===== src/rtl/rmw_pkg.sv =====
package rmw_pkg;

    localparam int OP_W   = 8;
    localparam int DATA_W = 8;
    localparam int FLAG_W = 8;

    // flag bit positions in the status register
    localparam int FLG_C = 0;
    localparam int FLG_Z = 1;
    localparam int FLG_N = 7;

    typedef enum logic [2:0] {
        ST_IDLE,
        ST_RD_DUMMY,
        ST_RD,
        ST_WR_OLD,
        ST_WR_NEW,
        ST_ACC,
        ST_FETCH
    } rmw_state_e;

    typedef enum logic [1:0] {
        MODE_ACC,
        MODE_MEM,
        MODE_MEM_IDX
    } rmw_mode_e;

    typedef struct packed {
        logic carry;
        logic neg;
        logic zero;
    } cnz_t;

    function automatic logic is_shift_grp(input logic [OP_W-1:0] op);
        return (op[1:0] == 2'b10) && (op[7:5] == 3'b000);
    endfunction

    function automatic rmw_mode_e classify(input logic [OP_W-1:0] op);
        if (op[3:0] == 4'hA)
            return MODE_ACC;
        else if (op[4:2] == 3'b111)
            return MODE_MEM_IDX;
        else
            return MODE_MEM;
    endfunction

endpackage


===== src/rtl/rmw_ctrl.sv =====
module rmw_ctrl
    import rmw_pkg::*;
(
    input  logic            clk,
    input  logic            rst,
    input  logic            start,
    input  logic [OP_W-1:0] opcode,
    output logic            busy,
    output logic            rd_en,
    output logic            cap_en,
    output logic            wr_en,
    output logic            sel_new,
    output logic            acc_we,
    output logic            flags_we,
    output logic            fetch
);

    rmw_state_e state_q, state_d;

    always_comb begin
        state_d = state_q;
        unique case (state_q)
            ST_IDLE: begin
                if (start && is_shift_grp(opcode)) begin
                    unique case (classify(opcode))
                        MODE_ACC:     state_d = ST_ACC;
                        MODE_MEM_IDX: state_d = ST_RD_DUMMY;
                        default:      state_d = ST_RD;
                    endcase
                end
            end
            ST_RD_DUMMY: state_d = ST_RD;
            ST_RD:       state_d = ST_WR_OLD;
            ST_WR_OLD:   state_d = ST_WR_NEW;
            ST_WR_NEW:   state_d = ST_FETCH;
            ST_ACC:      state_d = ST_FETCH;
            ST_FETCH:    state_d = ST_IDLE;
            default:     state_d = ST_IDLE;
        endcase
    end

    always_ff @(posedge clk) begin
        if (rst) state_q <= ST_IDLE;
        else     state_q <= state_d;
    end

    assign busy     = (state_q != ST_IDLE);
    assign rd_en    = (state_q == ST_RD_DUMMY) || (state_q == ST_RD) || (state_q == ST_ACC);
    assign cap_en   = (state_q == ST_RD);
    assign wr_en    = (state_q == ST_WR_OLD) || (state_q == ST_WR_NEW);
    assign sel_new  = (state_q == ST_WR_NEW);
    assign acc_we   = (state_q == ST_ACC);
    assign flags_we = (state_q == ST_WR_NEW) || (state_q == ST_ACC);
    assign fetch    = (state_q == ST_FETCH);

    AST_WR_PAIR: assert property (@(posedge clk) disable iff (rst)
        (state_q == ST_WR_OLD) |=> (state_q == ST_WR_NEW));
    AST_FETCH_ENDS: assert property (@(posedge clk) disable iff (rst)
        fetch |=> !busy);
    AST_IDX_TWO_READS: assert property (@(posedge clk) disable iff (rst)
        (state_q == ST_RD_DUMMY) |=> (state_q == ST_RD));
    AST_BUSY_HOLDS: assert property (@(posedge clk) disable iff (rst)
        (busy && !fetch) |=> busy);
    AST_IDLE_REJECT: assert property (@(posedge clk) disable iff (rst)
        (!busy && !(start && is_shift_grp(opcode))) |=> !busy);

endmodule


===== src/rtl/rmw_shift.sv =====
module rmw_shift
    import rmw_pkg::*;
#(
    parameter int DW = DATA_W
) (
    input  logic          clk,
    input  logic          rst,
    input  logic          cap_en,
    input  logic          use_acc,
    input  logic [DW-1:0] data_in,
    input  logic [DW-1:0] acc_in,
    output logic [DW-1:0] operand,
    output logic [DW-1:0] result,
    output cnz_t          cnz
);

    logic [DW-1:0] opnd_q;
    logic [DW-1:0] src;

    always_ff @(posedge clk) begin
        if (rst)         opnd_q <= '0;
        else if (cap_en) opnd_q <= data_in;
    end

    assign src       = use_acc ? acc_in : opnd_q;
    assign result    = {src[DW-2:0], 1'b0};
    assign cnz.carry = src[DW-1];
    assign cnz.neg   = result[DW-1];
    assign cnz.zero  = (result == '0);
    assign operand   = opnd_q;

endmodule


===== src/rtl/rmw_flags.sv =====
module rmw_flags
    import rmw_pkg::*;
#(
    parameter int FW = FLAG_W
) (
    input  logic [FW-1:0] flags_in,
    input  cnz_t          cnz,
    input  logic          we,
    output logic [FW-1:0] flags_out
);

    for (genvar i = 0; i < FW; i++) begin : g_bit
        if (i == FLG_C) begin : g_c
            assign flags_out[i] = we ? cnz.carry : flags_in[i];
        end else if (i == FLG_Z) begin : g_z
            assign flags_out[i] = we ? cnz.zero : flags_in[i];
        end else if (i == FLG_N) begin : g_n
            assign flags_out[i] = we ? cnz.neg : flags_in[i];
        end else begin : g_keep
            assign flags_out[i] = flags_in[i];
        end
    end

    always_comb begin
        AST_KEEP_OTHERS: assert ((flags_out[6:2] == flags_in[6:2]) || $isunknown(flags_in));
    end

endmodule


===== src/rtl/rmw_shift_unit.sv =====
module rmw_shift_unit
    import rmw_pkg::*;
(
    input  logic              clk,
    input  logic              rst,
    input  logic              start,
    input  logic [OP_W-1:0]   opcode,
    input  logic [DATA_W-1:0] data_in,
    output logic              rd_en,
    output logic              wr_en,
    output logic [DATA_W-1:0] wr_data,
    input  logic [DATA_W-1:0] acc_in,
    output logic              acc_we,
    output logic [DATA_W-1:0] acc_out,
    input  logic [FLAG_W-1:0] flags_in,
    output logic              flags_we,
    output logic [FLAG_W-1:0] flags_out,
    output logic              busy,
    output logic              fetch
);

    logic              cap_en, sel_new;
    logic [DATA_W-1:0] operand, result;
    cnz_t              cnz;

    rmw_ctrl u_ctrl (
        .clk      (clk),
        .rst      (rst),
        .start    (start),
        .opcode   (opcode),
        .busy     (busy),
        .rd_en    (rd_en),
        .cap_en   (cap_en),
        .wr_en    (wr_en),
        .sel_new  (sel_new),
        .acc_we   (acc_we),
        .flags_we (flags_we),
        .fetch    (fetch)
    );

    rmw_shift #(.DW(DATA_W)) u_shift (
        .clk     (clk),
        .rst     (rst),
        .cap_en  (cap_en),
        .use_acc (acc_we),
        .data_in (data_in),
        .acc_in  (acc_in),
        .operand (operand),
        .result  (result),
        .cnz     (cnz)
    );

    rmw_flags #(.FW(FLAG_W)) u_flags (
        .flags_in  (flags_in),
        .cnz       (cnz),
        .we        (flags_we),
        .flags_out (flags_out)
    );

    assign wr_data = !wr_en ? '0 : (sel_new ? result : operand);
    assign acc_out = acc_we ? result : '0;

    AST_ACC_NO_WRITE: assert property (@(posedge clk) disable iff (rst)
        acc_we |-> !wr_en);
    AST_CARRY_OLD_BIT: assert property (@(posedge clk) disable iff (rst)
        (flags_we && wr_en) |-> (flags_out[FLG_C] == $past(wr_data[DATA_W-1])));
    AST_SHIFT_VALUE: assert property (@(posedge clk) disable iff (rst)
        (flags_we && wr_en) |-> (wr_data == {$past(wr_data[DATA_W-2:0]), 1'b0}));
    AST_ZERO_FLAG: assert property (@(posedge clk) disable iff (rst)
        flags_we |-> (flags_out[FLG_Z] == ((acc_we ? acc_out : wr_data) == '0)));
    AST_NEG_FLAG: assert property (@(posedge clk) disable iff (rst)
        flags_we |-> (flags_out[FLG_N] == (acc_we ? acc_out[DATA_W-1] : wr_data[DATA_W-1])));

endmodule


===== config.mk =====
export PLATFORM = sky130hd
export DESIGN_NAME = rmw_shift_unit
export DESIGN_NICKNAME = d
export VERILOG_FILES = /design/src/rtl/rmw_pkg.sv /design/src/rtl/rmw_ctrl.sv /design/src/rtl/rmw_shift.sv /design/src/rtl/rmw_flags.sv /design/src/rtl/rmw_shift_unit.sv
export SDC_FILE = /design/constraint.sdc
export NUM_CORES = 1
export LEC_CHECK = 0
export CAP_MARGIN = 10
export CELL_PAD_IN_SITES_DETAIL_PLACEMENT = 1
export CELL_PAD_IN_SITES_GLOBAL_PLACEMENT = 1
export CORE_MARGIN = 2
export CORE_UTILIZATION = 20
export CTS_BUF_LIST = sky130_fd_sc_hd__clkbuf_16
export DETAILED_ROUTE_END_ITERATION = 6
export GPL_TIMING_DRIVEN = 0
export PLACE_DENSITY = 0.81
export SYNTH_ARGS = -nofsm -noshare
export SYNTH_HDL_FRONTEND = slang
export SYNTH_SLANG_ARGS = --single-unit

===== constraint.sdc =====
create_clock -name clk -period 2 [get_ports clk]
set_clock_uncertainty 0.2 [all_clocks]
set_input_delay 0.4 -clock clk [delete_from_list [all_inputs] [get_ports clk]]
set_output_delay 0.4 -clock clk [all_outputs]
set_load 0.01 [all_outputs]

=== After elaboration in Yosys (flattened, before gate mapping) ===
Index checks and enable logic that the tools add are counted.

* Reductions and logical operators: 12
* Equal/unequal tests: 11
* Multiplexer cells: 14

{| class="wikitable"
|+ Operators with widths
! cell !! count
|-
| $mux 8 || 4
|-
| $pmux 3 s5 || 1
|-
| $eq 3x3->1 const B || 4
|-
| $logic_not 8->1 || 1
|-
| $mux 2 || 4
|-
| $eq 3x2->1 const B || 2
|-
| $logic_not 3->1 || 2
|-
| $pmux 3 s2 || 1
|-
| $eq 2x2->1 const B || 2
|-
| $eq 4x4->1 const B || 1
|-
| $logic_or 1x1->1 || 4
|-
| $eq 3x1->1 const B || 1
|-
| $mux 1 || 3
|-
| $mux 3 || 1
|-
| $reduce_bool 3->1 || 1
|-
| $logic_and 1x1->1 || 2
|-
| $logic_not 2->1 || 1
|-
| $ne 2x1->1 const B || 1
|-
| $reduce_or 2->1 || 1
|}

* Register bits after elaboration: 11
* Input bits: 35

=== Longest topological paths before layout ===
* Depth in word-level cells: 9
* Gate-level depth with buffers: 6
* Gate-level depth less buffers: 4

=== Hierarchy ===
A second synthesis with hierarchy kept.

* Cell total of the unflattened synthesis: 104
* Area total of the unflattened synthesis: 952.2 sq um

{| class="wikitable"
|+ By module, submodules not included
! module !! area an instance (sq um) !! instances !! cells an instance !! seq. area each (sq um)
|-
| rmw_shift || 454.2 || 1 || 43 || 160.2
|-
| rmw_ctrl || 235.2 || 1 || 28 || 60.1
|-
| rmw_shift_unit || 191.4 || 1 || 25 || 0.0
|-
| rmw_flags || 71.3 || 1 || 8 || 0.0
|}

=== Worst setup path after synthesis ===
No wires, ideal clock.

* Kind: reg-to-output
* Start point: register u_ctrl.state_q[0]
* End point: output port flags_out[1]
* Cell stages (with the launch flop): 5
* Setup slack: 153 ps
* Data arrival time: 1,247 ps
* Data required time: 1,400 ps
* Path buffers: 0
* Path through: dfxtp_1 or4_1 nor3_2 a31oi_1 o31ai_2

* Cells in the longest elaborated chain, start to end: 4
* Elaborated cells on any way between the ends: 6
* Those cells by class: 2 x eq/ne; 2 x mux; 2 x reduce/logical

{| class="wikitable"
|+ Ends and longest elaborated chain
! what !! line !! RTL
|-
| start, declared || rmw_ctrl.sv:18 || <nowiki>rmw_state_e state_q, state_d;</nowiki>
|-
| start signal, assigned || rmw_ctrl.sv:44 || <nowiki>else state_q <= state_d;</nowiki>
|-
| $eq 3x3->1 || rmw_ctrl.sv:52, rmw_ctrl.sv:53 ||
|-
| $mux 8 || rmw_shift.sv:25 || <nowiki>assign src = use_acc ? acc_in : opnd_q;</nowiki>
|-
| $logic_not 8->1 || rmw_shift.sv:29 || <nowiki>assign cnz.zero = (result == '0);</nowiki>
|-
| $mux 1 (*) || rmw_flags.sv:16 || <nowiki>assign flags_out[i] = we ? cnz.zero : flags_in[i];</nowiki>
|-
| end, declared || rmw_shift_unit.sv:17 || <nowiki>output logic [FLAG_W-1:0] flags_out,</nowiki>
|}

Mark *: on every way between the ends. The rest lies on a longest branch, timed or not.

=== Worst setup path after layout ===
Same ends and word-level chain as after synthesis.

==> run metrics <==
status complete, but fails checks; failing checks negative setup slack; leakage power 0.8092 nW; Final Hold Fails 0; # fillers approximately 450; die width 66.63 µm; Final Power 711.3 µW; layout cells sized above 1 37.70%; die height 66.63 µm; Skew-Pair Late Insertion Delay 240 ps; Routed Antenna Nets 0; Most Crowded Layer GR met2; M3 GR Usage 3.378%; clk buf depth 2; Crit-path slowest cell or4_4; DR pass1 iterations 4; # rows 22; CTS clk-pin slew, worst paths 40 ps; fin worst setup slack -230.2 ps; PortBufs 57; clock sinks 11; CP bufs+invs 1; Tmin final 2230 ps; crit path kind register to primary output; Core Util, Final approximately 46%; Worst Setup End Kind primary output; die area 4440 µm²; num ports 65; first-pass GRT wire length 4974 µm; effective utilization at floorplan 21.11%; Seq/Total Area, Yosys 28.07%; library cells used by synthesis 30; Inserted Clock Buffers 3; Worst VDD drop roughly 0.00028 V; met2 Use GR a little over a quarter; largest net degree at the start of global routing 10; cells after synthesis 110; CP max FO 3; Setup crit start kind register; Syn. warnings 0; CTS tree built; critical path's top delay family simple AND/OR/NAND/NOR gates; Area growth syn-to-layout 119.8%; Tightest Hold Check Type register to register; Max-Cap Viols 0; DP HPWL approximately 2200 µm; Yosys top cell by area dfxtp_1; Avg Cell Area, Syn 7.132 µm²; CP max stage delay between 500 and 600 ps; CP Cell Sequence or4_4 > nor3_2 > a31oi_1 > o31ai_2 > buf_2; CORE AREA 3716 µm²; Max Clk Rate 448.4 MHz; CTS Root Buffer Type clkbuf_16; Synth top area share approximately 28%; largest cells by area after synthesis dfxtp_1, nand2_1, a22o_1; Post-Syn Area 784.5 µm²; gpl congestion 0.7880; GR Layer Usage met1 17.20%; Arrival @ worst endpoint 1630 ps; initial antenna violation count 0; Residual DRC 0; fin nets 227; flops & latches, synth 11; drt wl/cell 14.53 µm; Initial DRC Count 18; ant diodes 0; pwr dens 412.6 nW/µm²; total grt overflow 0; vias post-DR 1070; vias in the first global route 1049; fin crit share 111.5%; max-slew violations 0; GRT Resource Usage Total 14.65%; Finish-stage setup viols 14; RSZ-0062 raised after global routing yes; CTS H-tree depth 1; Vias/cell 4.477; syn nets 145; total wire length ~3500 µm; CP Data Required Time around 1400 ps
-- flip-flops by register name, summed over array words and instances, names as in the netlist --
name and count:
u_ctrl.state_q 3, u_shift.operand 8
-- repair_timing --
item	4_1_cts	5_1_grt
setup buffers	15	6
endpoints found under the setup margin	24	14
pin swaps	9	10
cloned	1	0
hold buffers	0	0
resized for setup	107	20
-- worst min-delay path: cells and delay by family, from the launching register on --
family	cells	cell delay (ps)
compound gates	1	60
flops	1	330
simple gates	1	70
-- worst paths after layout --
kind	start	endpoint	slack, ps	cells after the start
hold / removal	u_shift.operand[2]	u_shift.operand[2]	310	2
setup / recovery	u_ctrl.state_q[0]	flags_out[1]	-230	5
hold reg to reg	u_shift.operand[2]	u_shift.operand[2]	310	2
setup reg to reg	u_ctrl.state_q[1]	u_ctrl.state_q[2]	530	7
-- Yosys cell counts --
master,count
or3b_1,1
a21boi_0,1
or4_1,1
nor4b_1,1
nand2_1,24
and2_1,9
dfxtp_1,11
nor2b_1,1
o21ai_0,4
buf_1,1
buf_4,7
nor2_2,1
nor3_1,2
nor3_2,1
a22o_1,7
mux2i_1,2
o22ai_1,1
a31oi_1,2
buf_2,5
o31ai_2,1
o21a_1,1
conb_1,1
nor2_1,5
nor4_1,1
a21oi_1,10
and3b_1,1
o211a_1,1
inv_1,4
nand2b_1,1
and3_1,2
-- cell families (layout without fill, tap and decap cells) --
| family | count (synthesis) | after routing | share of synthesized area [%] |
|---|---|---|---|
| AO/OA/AOI/OAI | 28 | 28 | 23.92 |
| AND/OR/NAND/NOR | 51 | 51 | 32.70 |
| buffers and inverters | 17 | 98 | 12.28 |
| flip-flops | 11 | 11 | 28.07 |
| multiplexers | 2 | 2 | 2.552 |
| other | 1 | 1 | 0.4780 |
-- final cells by class --
| class | instances | area, µm² | share of cell area [%] |
|---|---|---|---|
| timing repair buffer | 78 | 713.2 | 41.36 |
| multi-input combinational | 82 | 530.5 | 30.77 |
| sequential | 11 | 224.0 | 12.99 |
| buffer | 12 | 102.6 | 5.951 |
| clock buffer | 3 | 75.07 | 4.354 |
| tap | 48 | 60.06 | 3.483 |
| inverter | 4 | 15.01 | 0.8708 |
| clock inverter | 1 | 3.754 | 0.2177 |
-- placed cells by master, fill, tap and decap left out, types with 2 or more instances in the layout --
master and count:
dfxtp_1 8, buf_4 15, a21oi_1 10, nor3_2 2
nor2_1 3, dfxtp_2 3, buf_2 14, nand2_2 2
nand2_1 22, and2_1 6, buf_6 18, a31oi_1 2
o21ai_0 3, inv_1 5, clkdlybuf4s50_1 32, mux2i_1 2
dlygate4sd2_1 5, clkbuf_16 3, and2_4 3, and3_1 2
nor2_4 2, a22o_1 7
-- per-layer routing --
metal	share of wire [%]	wire, µm	vias to the layer above
met5	0	0	-
met4	0.35	12	0
met3	7.2	251	2
met2	52	1820	40
met1	40	1388	496
li1	-	-	532
-- power by group --
part	internal, mW	leakage (nW)	switching (mW)	total [mW]
registers	0.222	0.0902	0.00255	0.225
logic	0.0804	0.677	0.0373	0.118
clock network	0.263	0.0423	0.106	0.369
total	0.566	0.809	0.145	0.711
-- through the flow --
step	setup slack (ps)	hold WS (ps)	instance area [µm²]	setup TNS (ps)	instances
final	-230.2	311.2	1724	-1012	239
after global routing	-312.3	315.9	1724	-1923	239
after CTS	-222.9	303.4	1648	-401.0	235
after detailed placement	-648.8	284.5	1415	-5920	215
after global placement	-641.9	276.6	1415	-5235	215
after floorplan	153.3	248.3	784.5	0	110
Power figures use the tool's default switching activity.
